$ cat src/rtl/smb_linewatch_pkg.sv
package smb_linewatch_pkg;

   typedef struct packed {
      logic scl;
      logic sda;
   } line_t;

   localparam line_t LINES_IDLE = '{scl: 1'b1, sda: 1'b1};

endpackage

$ cat src/rtl/smb_line_sync.sv
module smb_line_sync
   import smb_linewatch_pkg::*;
#(
   parameter int STAGES = 2
) (
   input  logic  clk,
   input  logic  rst_n,
   input  line_t raw,
   output line_t cur,
   output line_t prev
);

   if (STAGES < 2) begin : g_bad_stages
      $error("smb_line_sync: STAGES must be at least 2");
   end

   // STAGES synchroniser flops plus one history flop for edge detection
   line_t [STAGES:0] chain;

   always_ff @(posedge clk or negedge rst_n) begin
      if (!rst_n) chain <= {(STAGES+1){LINES_IDLE}};
      else        chain <= {chain[STAGES-1:0], raw};
   end

   assign cur  = chain[STAGES-1];
   assign prev = chain[STAGES];

endmodule

$ cat src/rtl/smb_cond_detect.sv
module smb_cond_detect
   import smb_linewatch_pkg::*;
(
   input  line_t cur,
   input  line_t prev,
   output logic  start_cond,
   output logic  stop_cond
);

   logic scl_steady_high;

   assign scl_steady_high = cur.scl & prev.scl;
   assign start_cond = scl_steady_high &  prev.sda & ~cur.sda;
   assign stop_cond  = scl_steady_high & ~prev.sda &  cur.sda;

endmodule

$ cat src/rtl/smb_tick_gen.sv
module smb_tick_gen #(
   parameter int DIV_W = 8
) (
   input  logic             clk,
   input  logic             rst_n,
   input  logic [DIV_W-1:0] div,
   output logic             tick
);

   if (DIV_W < 1) begin : g_bad_div
      $error("smb_tick_gen: DIV_W must be at least 1");
   end

   logic [DIV_W-1:0] phase;

   assign tick = (phase >= div);

   always_ff @(posedge clk or negedge rst_n) begin
      if (!rst_n)    phase <= '0;
      else if (tick) phase <= '0;
      else           phase <= phase + 1'b1;
   end

endmodule

$ cat src/rtl/smb_low_timer.sv
module smb_low_timer #(
   parameter int LOW_LIMIT   = 25000,
   parameter int RESET_TICKS = 5000
) (
   input  logic clk,
   input  logic rst_n,
   input  logic tick,
   input  logic scl_cur,
   input  logic scl_prev,
   output logic timeout,
   output logic comm_reset
);

   localparam int LW = $clog2(LOW_LIMIT + 1);
   localparam int RW = $clog2(RESET_TICKS + 1);
   localparam logic [LW-1:0] LOW_LAST = LW'(LOW_LIMIT - 1);
   localparam logic [RW-1:0] RST_LAST = RW'(RESET_TICKS - 1);

   if (LOW_LIMIT < 2) begin : g_bad_low
      $error("smb_low_timer: LOW_LIMIT must be at least 2");
   end
   if (RESET_TICKS < 1) begin : g_bad_rst
      $error("smb_low_timer: RESET_TICKS must be at least 1");
   end

   logic [LW-1:0] low_cnt;
   logic [RW-1:0] dl_cnt;
   logic          scl_rise;
   logic          low_hit;

   assign scl_rise = scl_cur & ~scl_prev;
   assign low_hit  = tick & ~scl_cur & ~timeout & (low_cnt == LOW_LAST);

   // low-time counter: restarted by SCL rising and by the reset pulse
   always_ff @(posedge clk or negedge rst_n) begin
      if (!rst_n)                       low_cnt <= '0;
      else if (comm_reset || scl_rise)  low_cnt <= '0;
      else if (tick && !scl_cur && !timeout && low_cnt != LOW_LAST)
                                        low_cnt <= low_cnt + 1'b1;
   end

   // timeout flag and bounded reset deadline
   always_ff @(posedge clk or negedge rst_n) begin
      if (!rst_n) begin
         timeout    <= 1'b0;
         dl_cnt     <= '0;
         comm_reset <= 1'b0;
      end else if (comm_reset) begin
         timeout    <= 1'b0;
         dl_cnt     <= '0;
         comm_reset <= 1'b0;
      end else if (low_hit) begin
         timeout    <= 1'b1;
      end else if (timeout && tick) begin
         if (dl_cnt == RST_LAST) comm_reset <= 1'b1;
         else                    dl_cnt     <= dl_cnt + 1'b1;
      end
   end

endmodule

$ cat src/rtl/smb_idle_timer.sv
module smb_idle_timer #(
   parameter int IDLE_LIMIT = 50
) (
   input  logic clk,
   input  logic rst_n,
   input  logic tick,
   input  logic both_high,
   output logic expire
);

   localparam int IW = $clog2(IDLE_LIMIT + 1);
   localparam logic [IW-1:0] IDLE_LAST = IW'(IDLE_LIMIT - 1);

   if (IDLE_LIMIT < 2) begin : g_bad_idle
      $error("smb_idle_timer: IDLE_LIMIT must be at least 2");
   end

   logic [IW-1:0] idle_cnt;

   assign expire = both_high & tick & (idle_cnt == IDLE_LAST);

   always_ff @(posedge clk or negedge rst_n) begin
      if (!rst_n)                              idle_cnt <= '0;
      else if (!both_high)                     idle_cnt <= '0;
      else if (tick && idle_cnt != IDLE_LAST)  idle_cnt <= idle_cnt + 1'b1;
   end

endmodule

$ cat src/rtl/smb_linewatch.sv
module smb_linewatch
   import smb_linewatch_pkg::*;
#(
   parameter int SYNC_STAGES = 2,
   parameter int DIV_W       = 8,
   parameter int LOW_LIMIT   = 25000,
   parameter int RESET_TICKS = 5000,
   parameter int IDLE_LIMIT  = 50
) (
   input  logic             clk,
   input  logic             rst_n,
   input  logic             scl_in,
   input  logic             sda_in,
   input  logic [DIV_W-1:0] tick_div,
   output logic             bus_busy,
   output logic             start_pulse,
   output logic             stop_pulse,
   output logic             low_timeout,
   output logic             comm_reset
);

   line_t raw_lines;
   line_t cur_lines;
   line_t prev_lines;
   logic  tick;
   logic  idle_expire;

   assign raw_lines = '{scl: scl_in, sda: sda_in};

   smb_line_sync #(.STAGES(SYNC_STAGES)) u_sync (
      .clk  (clk),
      .rst_n(rst_n),
      .raw  (raw_lines),
      .cur  (cur_lines),
      .prev (prev_lines)
   );

   smb_cond_detect u_cond (
      .cur       (cur_lines),
      .prev      (prev_lines),
      .start_cond(start_pulse),
      .stop_cond (stop_pulse)
   );

   smb_tick_gen #(.DIV_W(DIV_W)) u_tick (
      .clk  (clk),
      .rst_n(rst_n),
      .div  (tick_div),
      .tick (tick)
   );

   smb_low_timer #(.LOW_LIMIT(LOW_LIMIT), .RESET_TICKS(RESET_TICKS)) u_low (
      .clk       (clk),
      .rst_n     (rst_n),
      .tick      (tick),
      .scl_cur   (cur_lines.scl),
      .scl_prev  (prev_lines.scl),
      .timeout   (low_timeout),
      .comm_reset(comm_reset)
   );

   smb_idle_timer #(.IDLE_LIMIT(IDLE_LIMIT)) u_idle (
      .clk      (clk),
      .rst_n    (rst_n),
      .tick     (tick),
      .both_high(cur_lines.scl & cur_lines.sda),
      .expire   (idle_expire)
   );

   always_ff @(posedge clk or negedge rst_n) begin
      if (!rst_n)                                     bus_busy <= 1'b0;
      else if (comm_reset || stop_pulse || idle_expire) bus_busy <= 1'b0;
      else if (start_pulse)                           bus_busy <= 1'b1;
   end

endmodule

$ cat config.mk
export PLATFORM = sky130hd
export DESIGN_NAME = smb_linewatch
export DESIGN_NICKNAME = d
export VERILOG_FILES = /design/src/rtl/smb_linewatch_pkg.sv /design/src/rtl/smb_line_sync.sv /design/src/rtl/smb_cond_detect.sv /design/src/rtl/smb_tick_gen.sv /design/src/rtl/smb_low_timer.sv /design/src/rtl/smb_idle_timer.sv /design/src/rtl/smb_linewatch.sv
export SDC_FILE = /design/constraint.sdc
export NUM_CORES = 1
export LEC_CHECK = 0
export BUFFER_PORTS_ARGS = -buffer_cell sky130_fd_sc_hd__clkbuf_2
export CORE_ASPECT_RATIO = 2
export CORE_MARGIN = 2
export CORE_UTILIZATION = 45
export CTS_CLUSTER_SIZE = 12
export DETAILED_ROUTE_END_ITERATION = 12
export PLACE_DENSITY_LB_ADDON = 0.25
export SETUP_SLACK_MARGIN = 0.3
export SYNTH_ARGS = -nofsm -noshare
export SYNTH_HDL_FRONTEND = slang
export SYNTH_HIERARCHICAL = 1
export SYNTH_SLANG_ARGS = --single-unit
export TNS_END_PERCENT = 10
$ cat constraint.sdc
create_clock -name clk -period 7.6 [get_ports clk]
set_input_delay 1.52 -clock clk [delete_from_list [all_inputs] [get_ports clk]]
set_output_delay 1.52 -clock clk [all_outputs]
set_load 0.005 [all_outputs]
== Word-level counts from Yosys, hierarchy flattened ==
Index checks and enable logic that the tools add are counted.
Widths: inputs -> output; s select.
Storage, ports and cells
  register bits: 51
  output and inout bits: 5
  logic and storage cells: 75
  input bits: 12
Operators by class
  bitwise logic cells: 17
  eq/ne operators: 8
  reductions and logical operators: 15
  add/sub/neg operators: 4
  $lt $le $gt $ge: 1
  muxes and demuxes: 17
Operators by type and width (number)
  $mux 13: 4
  $mux 15: 2
  $add 15x1->15 const B: 1
  $eq 15x15->1 const B: 1
  $ne 15x15->1 const B: 1
  $add 13x1->13 const B: 1
  $eq 13x13->1 const B: 1
  $and 1x1->1: 12
  $mux 6: 2
  $add 8x1->8 const B: 1
  $ge 8x8->1: 1
  $mux 1: 8
  $mux 8: 1
  $reduce_bool 2->1: 4
  $add 6x1->6 const B: 1
  $eq 6x6->1 const B: 1
  $ne 6x6->1 const B: 1
  $logic_and 1x1->1: 5
  $not 1->1: 5
  $ne 2x1->1 const B: 2
  $logic_or 1x1->1: 3
  $reduce_and 3->1: 1
  $logic_not 1->1: 2
  $ne 2x2->1 const B: 1

== Logic depth before layout (Yosys ltp) ==
Gate-level depths: netlist of the first run.
  word-level depth: 6
  mapped depth: 10
  gate-level depth less buffers: 9

== Cells and area by module ==
The synthesis of the first run kept the hierarchy.
Modules (own cells, without submodules)
  smb_low_timer: cells an instance 170, times used 1, area each 1635.3 um2, sequential area each 750.7 um2
  smb_tick_gen: cells an instance 54, times used 1, area each 555.5 um2, sequential area each 200.2 um2
  smb_idle_timer: cells an instance 42, times used 1, area each 406.6 um2, sequential area each 150.1 um2
  smb_line_sync: cells an instance 10, times used 1, area each 187.7 um2, sequential area each 157.7 um2
  smb_linewatch: cells an instance 4, times used 1, area each 47.5 um2, sequential area each 25.0 um2
  smb_cond_detect: cells an instance 2, times used 1, area each 20.0 um2, sequential area each 0.0 um2

== Worst setup path before layout of the first run ==
Ideal clock, no wire load.
  path kind: input to register
  from: input port tick_div[7]
  to: register u_low.low_cnt[5]
  cell stages on the path: 10
  data required time: 7.522 ns
  path slack: 3.925 ns
  library setup time: 0.078 ns
  data arrival time: 3.597 ns
  path buffers: 1
  cell sequence: inv_1 > ha_1 > and3_1 > o211ai_1 > o21ai_2 > buf_2 > nor3b_2 > nand4_1 > or3_2 > a21oi_1
Between the ends
  cells in the longest elaborated chain, start to end: 5
RTL lines
  start: declaration: RTL line smb_linewatch.sv:14  | input logic [DIV_W-1:0] tick_div,
  $ge 8x8->1: RTL line smb_tick_gen.sv:16  | assign tick = (phase >= div);
  net tick: RTL line smb_linewatch.sv:25  | logic tick;
  $logic_and 1x1->1 (3 in a row): RTL line smb_low_timer.sv:38  | else if (tick && !scl_cur && !timeout && low_cnt != LOW_LAST)
  $reduce_bool 2->1 (no line)
  end signal: assignment: RTL line smb_low_timer.sv:39  | low_cnt <= low_cnt + 1'b1;
  end: declaration: RTL line smb_low_timer.sv:26  | logic [LW-1:0] low_cnt;
The timed path passes the listed nets, and every way through them passes these cells.
A chain may end at the register's enable or synchronous reset.

== Worst setup path after layout of the first run ==
  from: input port tick_div[7]
  to: register u_low.low_cnt[14]
The elaborated chain is that of the path after synthesis.

==> impl_metrics.json, run 1 <==
{
  "status": "finished, final reports clean",
  "floorplan.die_area_um2": 7030,
  "io_buffers": 16,
  "fill_cell_instance_count_of_the_final_layout": 563,
  "routed_via_count_divided_by_cell_count": 5.45,
  "max_freq_mhz": 279,
  "postCtsSetupRepairBufs": 0,
  "globalRouteTotalUtil": 0.168,
  "synth_edf_count": 0,
  "ys_top_cells_by_area": "sky130_fd_sc_hd__dfrtp_1 39%, sky130_fd_sc_hd__ha_1 5.7%, sky130_fd_sc_hd__dfstp_2 5.5%",
  "holdCritPathClass": "reg2reg",
  "drt_first_pass_iters": 4,
  "cts.clk_slew.worst_paths_ns": 0.06,
  "antenna_found_initial": 0,
  "dp.final_hpwl_mm": 3.70,
  "cp-start-kind": "input port",
  "max-slew-margin-rel": 0.352,
  "h-tree-depth": 2,
  "cts_hold_repair.buffers": 0,
  "critPathMaxStageDelay_ns": 0.50,
  "synth.ff_latch_count": 51,
  "end_kind": "flip-flop",
  "ctsLongestPathBuffers": 2,
  "multi_input_gate_area_in_the_final_layout_um2": 1430,
  "critPathSlowestCell": "sky130_fd_sc_hd__nor4_1",
  "initialDrtViolationCount": 97,
  "cp.arrival_ns": 3.75,
  "final-seq-area_um2": 1280,
  "final.period_utilization": 0.471,
  "grt_start_max_net_pins": 52,
  "global_route_wire_length_before_repair_mm": 8.96,
  "io_pins": 17,
  "vias": 2076,
  "synth_async_sr_flop_share": 1.00,
  "synthesis.instances": 282,
  "unrepaired_setup_endpoints_after_global_routing": "no",
  "drc": 0,
  "first_global_vias": 2015,
  "synth.lib_cells_used.distinct": 53,
  "ctsRootBufferMaster": "sky130_fd_sc_hd__clkbuf_16",
  "ant_nets": 0,
  "drt-wirelength-per-cell_um": 13.8,
  "synthDominantAreaCellType": "sky130_fd_sc_hd__dfrtp_1",
  "vdd_ir_drop_max_v": 0.000161,
  "core_um2": 6210,
  "wirelength_mm": 5.24,
  "finalWeightedCongestion": 0.810,
  "floorplan.rows": 41,
  "finalHoldViolations": 0,
  "critPathKind": "in2reg",
  "clkSinkCount": 51,
  "crit_required_ns": 7.77,
  "setup_violations": 0,
  "synthDominantCellAreaShare": 0.395,
  "transition_time_at_the_pin_with_the_least_slew_margin_ns": 0.963,
  "post_cts_sizing": 0,
  "fin_tns_setup_ns": 0,
  "tritoncts": "yes",
  "synth.yosys.seq_area_share": 0.450,
  "postLayoutCellArea_um2": 3120,
  "power_uw": 654,
  "layout_min_cycle_time_ns": 3.58,
  "insertedDiodeCount": 0,
  "cap_violations": 0,
  "layout_common_cells": "45 x sky130_fd_sc_hd__dfrtp_1, 23 x sky130_fd_sc_hd__nor2_1, 17 x sky130_fd_sc_hd__inv_1, 17 x sky130_fd_sc_hd__nand3_1, 16 x sky130_fd_sc_hd__clkbuf_2",
  "start_util": 0.460,
  "layout.nets": 319,
  "crit_path_max_fanout": 29,
  "die_height_um": 117,
  "leakage_uw": 0.00138,
  "cts_inserted_buffers": 5,
  "pwr_density_cell_nw_per_um2": 209,
  "dieWidth_um": 60.3,
  "drive_above_1_share": 0.176,
  "path_cells": "clkbuf_2, inv_1, ha_1, and3_1, o211ai_1, o21ai_2, buf_4, nand4bb_1, nor4_1, nand3_1, mux2i_1",
  "final_common_cell": "sky130_fd_sc_hd__dfrtp_1",
  "areaGrowthSynthToFinish_pct": 9.47,
  "ys.flop_type": "sky130_fd_sc_hd__dfrtp_1",
  "ys_warn_count": 6,
  "worst_skew_pair_latency_ns": 0.28,
  "synth.net_count": 307,
  "final_worst_clock_skew_ns": 0.00478,
  "syn_area_cell_um2": 10.1,
  "number_of_max_slew_violations_in_the_final_report": 0,
  "synth_area_um2": 2850,
  "postPlaceCellArea_um2": 2980,
  "globalRouteOverflowTotal": 0
}
-- through the flow --
stage	hold WS, ns	setup WS [ns]	cells	utilization
after CTS	0.356	4.03	381	0.503
final	0.356	4.02	381	0.503
after global placement	0.347	3.84	373	0.481
after detailed placement	0.347	3.73	373	0.481
after global routing	0.359	3.79	381	0.503
after floorplan	0.345	3.92	282	-
-- layout make-up --
class | count | area share
clock inverter | 3 | 0.00481
tap | 86 | 0.0345
sequential | 51 | 0.411
timing repair buffer | 19 | 0.0329
inverter | 17 | 0.0204
clock buffer | 5 | 0.0401
multi-input combinational | 200 | 0.456
-- cell families (layout without fill, tap and decap cells) --
| group | Yosys count | count (layout) | synth area share |
|---|---|---|---|
| AO/OA/AOI/OAI | 40 | 40 | 0.0969 |
| XOR/XNOR | 21 | 21 | 0.0645 |
| adder cells (fa/ha/maj) | 13 | 13 | 0.0570 |
| buffers and inverters | 31 | 44 | 0.0504 |
| flip-flops | 51 | 51 | 0.450 |
| multiplexers | 4 | 4 | 0.0149 |
| AND/OR/NAND/NOR | 122 | 122 | 0.266 |
-- synthesized netlist by cell type (all sizes together), types with 4 or more instances --
library cell   n
a21oi         11
nand3b         4
nand3         18
o211ai         4
and4           4
nand2         14
and3           5
clkbuf         5
nor4           8
nor2          23
xor2          11
xnor2         10
inv           17
o21ai         13
buf            9
nand4b         4
and2           5
dfrtp         45
ha            13
or3           10
dfstp          6
nand4         11
-- per-layer routing --
| layer | wire length (um) | share of wire | global-route usage | vias to the layer above |
|---|---|---|---|---|
| met5 | 0 | 0 | 0 | - |
| met2 | 2760 | 0.53 | 0.283 | 15 |
| met1 | 2300 | 0.44 | 0.207 | 1025 |
| li1 | - | - | - | 1031 |
| met3 | 99 | 0.019 | 0.0299 | 5 |
| met4 | 87 | 0.017 | 0.0667 | 0 |
-- registers in the layout (all words and copies together) (netlist names), 2 cells and up --
name             flops
u_idle/idle_cnt      6
u_low/dl_cnt        13
u_low/low_cnt       15
u_sync/chain         2
u_sync/cur           2
u_sync/prev          2
u_tick/phase         8
-- final timing paths --
path                            startpoint                  to  slack, ns  depth (start not counted)
max                            tick_div[7]   u_low/low_cnt[14]       4.02                         11
min                        u_sync/chain[0]       u_sync/cur[0]       0.36                          0
max reg2reg                u_tick/phase[7]   u_low/low_cnt[14]       4.93                          9
min reg2reg                u_sync/chain[0]       u_sync/cur[0]       0.36                          0
max in group asynchronous            rst_n    u_low/low_cnt[5]       5.84                          2
min in group asynchronous            rst_n  u_idle/idle_cnt[3]       1.33                          2
-- where the power goes --
part	internal [uW]	total [uW]	leakage (uW)	switching [uW]
clock network	120	212	0.0000733	91.7
logic	57.0	122	0.000626	64.9
registers	296	320	0.000679	24.5
-- worst max-delay path: cells and delay by family --
| family | cells | cell delay [ns] |
|---|---|---|
| and+or+nand+nor | 4 | 1.13 |
| AOI/OAI and AO/OA | 2 | 0.22 |
| adders and majority gates | 1 | 0.30 |
| muxes | 1 | 0.15 |
| buffers and inverters | 3 | 0.40 |
Note: power is estimated with default switching activity, not from simulation.
==> run 2: changes to the inputs <==
Clock period 7.6 ns to 3.7 ns, I/O delays scaled along.
==> run 2 against run 1 <==
  * Critical path depth decreased by 1
  * Non-clock buffer count unchanged
  * Critical endpoint is now u_low/low_cnt[13]
  * Worst hold slack improved by 0.0020 ns
  * Clock skew increased by 0.0040 ns
  * Via count increased by 2.1%
  * Routed wire length increased by 1.5%
==> impl_metrics.json, run 2 (synthesized netlist as in run 1, its figures left out) <==
{
  "numPlacedInstances": 373,
  "h-tree-depth": 2,
  "cts_hold_repair.buffers": 0,
  "dieWidth_um": 60.3,
  "status": "finished, final reports clean",
  "max-slew-margin-rel": 0.342,
  "postCtsSetupRepairBufs": 0,
  "ctsRootBufferMaster": "sky130_fd_sc_hd__clkbuf_16",
  "setup_violations": 0,
  "fin_tns_setup_ns": 0,
  "start_util": 0.460,
  "number_of_flip_flops_under_the_largest_register_name": 15,
  "global_route_wire_length_before_repair_mm": 9.24,
  "register_with_the_most_flip_flops": "u_low/low_cnt",
  "initialDrtViolationCount": 128,
  "ant_nets": 0,
  "grt_start_max_net_pins": 32,
  "drt-wirelength-per-cell_um": 14.0,
  "die_height_um": 117,
  "unrepaired_setup_endpoints_after_global_routing": "no",
  "reg_top3": "u_low/low_cnt x15, u_low/dl_cnt x13, u_tick/phase x8",
  "holdCritPathClass": "reg2reg",
  "crit_start": "tick_div[7]",
  "worstReg2RegStart": "u_tick/phase[6]",
  "crit_end": "u_low/low_cnt[13]",
  "finalWeightedCongestion": 0.827,
  "drive_above_1_share": 0.169,
  "post_cts_sizing": 0,
  "instances_no_fill": 381,
  "cap_violations": 0,
  "first_global_vias": 2081,
  "final.period_utilization": 0.738,
  "cp.arrival_ns": 2.90,
  "leakage_uw": 0.00137,
  "layout_min_cycle_time_ns": 2.73,
  "vias": 2119,
  "core_um2": 6210,
  "antenna_found_initial": 0,
  "cts_inserted_buffers": 5,
  "pwr_density_cell_nw_per_um2": 430,
  "number_of_max_slew_violations_in_the_final_report": 0,
  "dp.final_hpwl_mm": 3.81,
  "finalHoldViolations": 0,
  "final_common_cell": "sky130_fd_sc_hd__dfrtp_1",
  "r2r-end": "u_low/low_cnt[13]",
  "floorplan.rows": 41,
  "routed_via_count_divided_by_cell_count": 5.56,
  "io_pins": 17,
  "tritoncts": "yes",
  "ctsLongestPathBuffers": 2,
  "cts.clk_slew.worst_paths_ns": 0.06,
  "worst_r2r_path_depth": 8,
  "drt_first_pass_iters": 4,
  "insertedDiodeCount": 0,
  "vdd_ir_drop_max_v": 0.000493,
  "globalRouteOverflowTotal": 0,
  "critPathKind": "in2reg",
  "crit_required_ns": 3.87,
  "transition_time_at_the_pin_with_the_least_slew_margin_ns": 0.979,
  "drc": 0,
  "clkSinkCount": 51,
  "crit_path_max_fanout": 8,
  "io_buffers": 16,
  "floorplan.die_area_um2": 7030,
  "cp-start-kind": "input port",
  "areaGrowthSynthToFinish_pct": 9.39,
  "max_freq_mhz": 366,
  "globalRouteTotalUtil": 0.172,
  "wirelength_mm": 5.32,
  "final_worst_clock_skew_ns": 0.00878,
  "layout.nets": 319,
  "end_kind": "flip-flop",
  "worst_skew_pair_latency_ns": 0.29,
  "r2r_setup_slack_ns": 1.11,
  "layout_common_cells": "45 x sky130_fd_sc_hd__dfrtp_1, 23 x sky130_fd_sc_hd__nor2_1, 17 x sky130_fd_sc_hd__inv_1, 17 x sky130_fd_sc_hd__nand3_1, 16 x sky130_fd_sc_hd__clkbuf_2"
}
[run 2: cell types whose count changed in the layout (fill, tap and decap cells not counted), sizes merged]
| cell | before | now |
|---|---|---|
| clkbuf | 21 | 23 |
| clkinv | 3 | 1 |
[run 2: final cells by class]
cell class	instances	area (um^2)
fill	572	3090
multi-input combinational	200	1430
sequential	51	1280
clock buffer	7	133
tap	86	108
timing repair buffer	19	103
inverter	17	63.8
clock inverter	1	5.00
[run 2: worst min path at each step]
stage | startpoint | end | slack [ns] | cells past startpoint
final | u_sync/chain[0] | u_sync/cur[0] | 0.36 | 0
after global routing | u_sync/chain[1] | u_sync/cur[1] | 0.36 | 0
after CTS | u_sync/chain[0] | u_sync/cur[0] | 0.36 | 0
after detailed placement | u_sync/chain[0] | u_sync/cur[0] | 0.35 | 0
after global placement | u_sync/chain[0] | u_sync/cur[0] | 0.35 | 0
after floorplan | u_sync/chain[0] | u_sync/cur[0] | 0.35 | 0
[run 2: metrics by stage]
step	utilization	total power (uW)	hold WS [ns]	setup WS [ns]	cell area (um^2)
floorplan	-	850	0.345	0.805	2850
CTS	0.503	1360	0.360	0.970	3120
finish	0.503	1340	0.358	0.970	3120
detailed placement	0.481	919	0.350	0.678	2980
global placement	0.481	904	0.348	0.784	2980
global route	0.503	1430	0.363	0.734	3120
[run 2: critical path: stages]
cell                        delay (ns)
sky130_fd_sc_hd__clkbuf_2         0.07
sky130_fd_sc_hd__inv_1            0.04
sky130_fd_sc_hd__ha_1             0.29
sky130_fd_sc_hd__and3_1           0.20
sky130_fd_sc_hd__o211ai_1         0.11
sky130_fd_sc_hd__o21ai_2          0.34
sky130_fd_sc_hd__nand4bb_1        0.31
sky130_fd_sc_hd__nor4_1           0.48
sky130_fd_sc_hd__nand3_1          0.16
sky130_fd_sc_hd__mux2i_1          0.14
[run 2: power by group]
| group | switching (uW) | internal (uW) | leakage [uW] |
|---|---|---|---|
| clock network | 185 | 250 | 0.0000679 |
| logic | 130 | 116 | 0.000626 |
| registers | 52.6 | 607 | 0.000679 |
| total | 367 | 973 | 0.00137 |
[run 2: metal layers]
layer  routed length [um]  global-route usage  vias to the layer above
met2                 2720               0.295                       29
li1                     -                   -                     1033
met1                 2350               0.207                     1052
met3                  151              0.0377                        5
met5                    0                   0                        -
met4                   95              0.0622                        0
==> run 3: changes to the inputs <==
Clock period 3.7 ns to 2.55 ns, I/O delays scaled along.
==> run 3 against run 2 <==
  * Count of clock-buffer cells in the layout grew 1
  * Sequential power grew 44%
  * Non-clock buffer count grew 13
  * Design area grew 6.5%
  * Sequential cell count is the same
==> impl_metrics.json, run 3 (synthesized netlist as in run 1, its figures left out) <==
{
  "floorplan.die_area_um2": 7030,
  "critPathKind": "reg2reg",
  "ctsRootBufferMaster": "sky130_fd_sc_hd__clkbuf_16",
  "tritoncts": "yes",
  "max_freq_mhz": 433,
  "finalHoldViolations": 0,
  "worst_path_dominant_cell_family": "compound AO/OA/AOI/OAI gates",
  "start_util": 0.460,
  "dp.final_hpwl_mm": 3.96,
  "global_route_wire_length_before_repair_mm": 9.75,
  "insertedDiodeCount": 0,
  "status": "finished, final reports clean",
  "io_pins": 17,
  "crit_required_ns": 2.73,
  "critPathMaxStageDelay_ns": 0.43,
  "ctsLongestPathBuffers": 2,
  "power_uw": 2060,
  "final_worst_clock_skew_ns": 0.00449,
  "core_um2": 6210,
  "initialDrtViolationCount": 112,
  "finalWeightedCongestion": 0.848,
  "die_height_um": 117,
  "io_buffers": 16,
  "crit_path_max_fanout": 5,
  "final.period_utilization": 0.905,
  "areaGrowthSynthToFinish_pct": 16.5,
  "layout_min_cycle_time_ns": 2.31,
  "clkSinkCount": 51,
  "cp-start-kind": "flip-flop",
  "unrepaired_setup_endpoints_after_global_routing": "yes",
  "globalRouteTotalUtil": 0.181,
  "holdCritPathClass": "in2async",
  "end_kind": "flip-flop",
  "number_of_flip_flops_under_the_largest_register_name": 15,
  "layout_common_cells": "44 x sky130_fd_sc_hd__dfrtp_1, 23 x sky130_fd_sc_hd__nor2_1, 17 x sky130_fd_sc_hd__nand3_1, 16 x sky130_fd_sc_hd__clkbuf_2, 16 x sky130_fd_sc_hd__buf_4",
  "wirelength_mm": 5.48,
  "ant_nets": 0,
  "h-tree-depth": 2,
  "reg_top3": "u_low/low_cnt x15, u_low/dl_cnt x13, u_tick/phase x8",
  "drt_first_pass_iters": 4,
  "register_with_the_most_flip_flops": "u_low/low_cnt",
  "cap_violations": 0,
  "antenna_found_initial": 0,
  "path_cells": "ha_4, and3_4, o211ai_1, o21ai_2, nor3b_4, nand2_2, o31a_2, o21a_1",
  "drc": 0,
  "r2r-end": "u_low/low_cnt[6]",
  "final_critical_path_setup_slack_ns": 0.243,
  "globalRouteOverflowTotal": 0,
  "drive_above_1_share": 0.247,
  "routed_via_count_divided_by_cell_count": 5.47,
  "layout.nets": 332,
  "worst_skew_pair_latency_ns": 0.29,
  "postPlaceCellArea_um2": 3110,
  "critPathSlowestCell": "sky130_fd_sc_hd__dfrtp_2",
  "worstReg2RegStart": "u_tick/phase[6]",
  "leakage_uw": 0.00147,
  "first_global_vias": 2192,
  "grt_start_max_net_pins": 25,
  "postLayoutCellArea_um2": 3320,
  "drt-wirelength-per-cell_um": 13.9,
  "fill_cell_instance_count_of_the_final_layout": 565,
  "cts_hold_repair.buffers": 0,
  "r2r_setup_slack_ns": 0.24,
  "dieWidth_um": 60.3,
  "pre_cts_slack_ns": -0.0709,
  "cp.buffers_inverters": 0,
  "pwr_density_cell_nw_per_um2": 619,
  "transition_time_at_the_pin_with_the_least_slew_margin_ns": 0.637,
  "cp.arrival_ns": 2.48,
  "vdd_ir_drop_max_v": 0.000391,
  "vias": 2155,
  "cts_inserted_buffers": 5,
  "cts.clk_slew.worst_paths_ns": 0.06,
  "floorplan.rows": 41,
  "worst_r2r_path_depth": 8,
  "max-slew-margin-rel": 0.576,
  "number_of_max_slew_violations_in_the_final_report": 0,
  "final_common_cell": "sky130_fd_sc_hd__dfrtp_1",
  "setup_violations": 0
}
-- run 3: final cells by class --
cell class	instances	area [um^2]	share of cell area
repair buffers	32	200	0.0602
inverters	17	71.3	0.0215
multi-input cells	200	1500	0.452
flip-flops and latches	51	1280	0.387
well taps	86	108	0.0324
clock buffers	8	156	0.0470
-- run 3: repair_timing --
action | 4_1_cts | 5_1_grt
pin swaps | 2 | 3
setup buffers | 5 | 1
setup endpoints to repair | 20 | 24
gates resized for setup | 2 | 2
-- run 3: worst max-delay path by stage --
stage	end	depth (start not counted)	slack [ns]	start
after floorplan	u_low/low_cnt[6]	10	0.01	tick_div[7]
after global placement	u_low/low_cnt[6]	10	-0.01	tick_div[7]
after detailed placement	u_low/low_cnt[6]	10	-0.07	tick_div[7]
after CTS	u_low/low_cnt[6]	8	0.25	u_tick/phase[6]
after global routing	u_low/low_cnt[5]	8	0.07	u_tick/phase[6]
final	u_low/low_cnt[6]	8	0.24	u_tick/phase[6]
-- run 3: report_power, final --
| part | internal (uW) | switching, uW | leakage [uW] |
|---|---|---|---|
| Combinational | 213 | 210 | 0.000711 |
| Clock | 417 | 268 | 0.0000772 |
| Sequential | 881 | 69.2 | 0.000678 |
-- run 3: routing by layer --
| layer | up-vias | global-route usage | wire [um] |
|---|---|---|---|
| met5 | - | 0 | 0 |
| met4 | 0 | 0.0756 | 113 |
| met3 | 8 | 0.0443 | 139 |
| met2 | 28 | 0.291 | 2690 |
| met1 | 1061 | 0.226 | 2530 |
| li1 | 1058 | - | - |
-- run 3: metrics by stage --
stage / TNS, ns / utilization / hold slack, ns / instances
after CTS: 0 / 0.532 / 0.230 / 393
final: 0 / 0.536 / 0.207 / 394
after global routing: 0 / 0.536 / 0.257 / 394
after global placement: -0.0118 / 0.501 / 0.348 / 380
after floorplan: 0 / - / 0.214 / 282
after detailed placement: -0.141 / 0.501 / 0.347 / 380
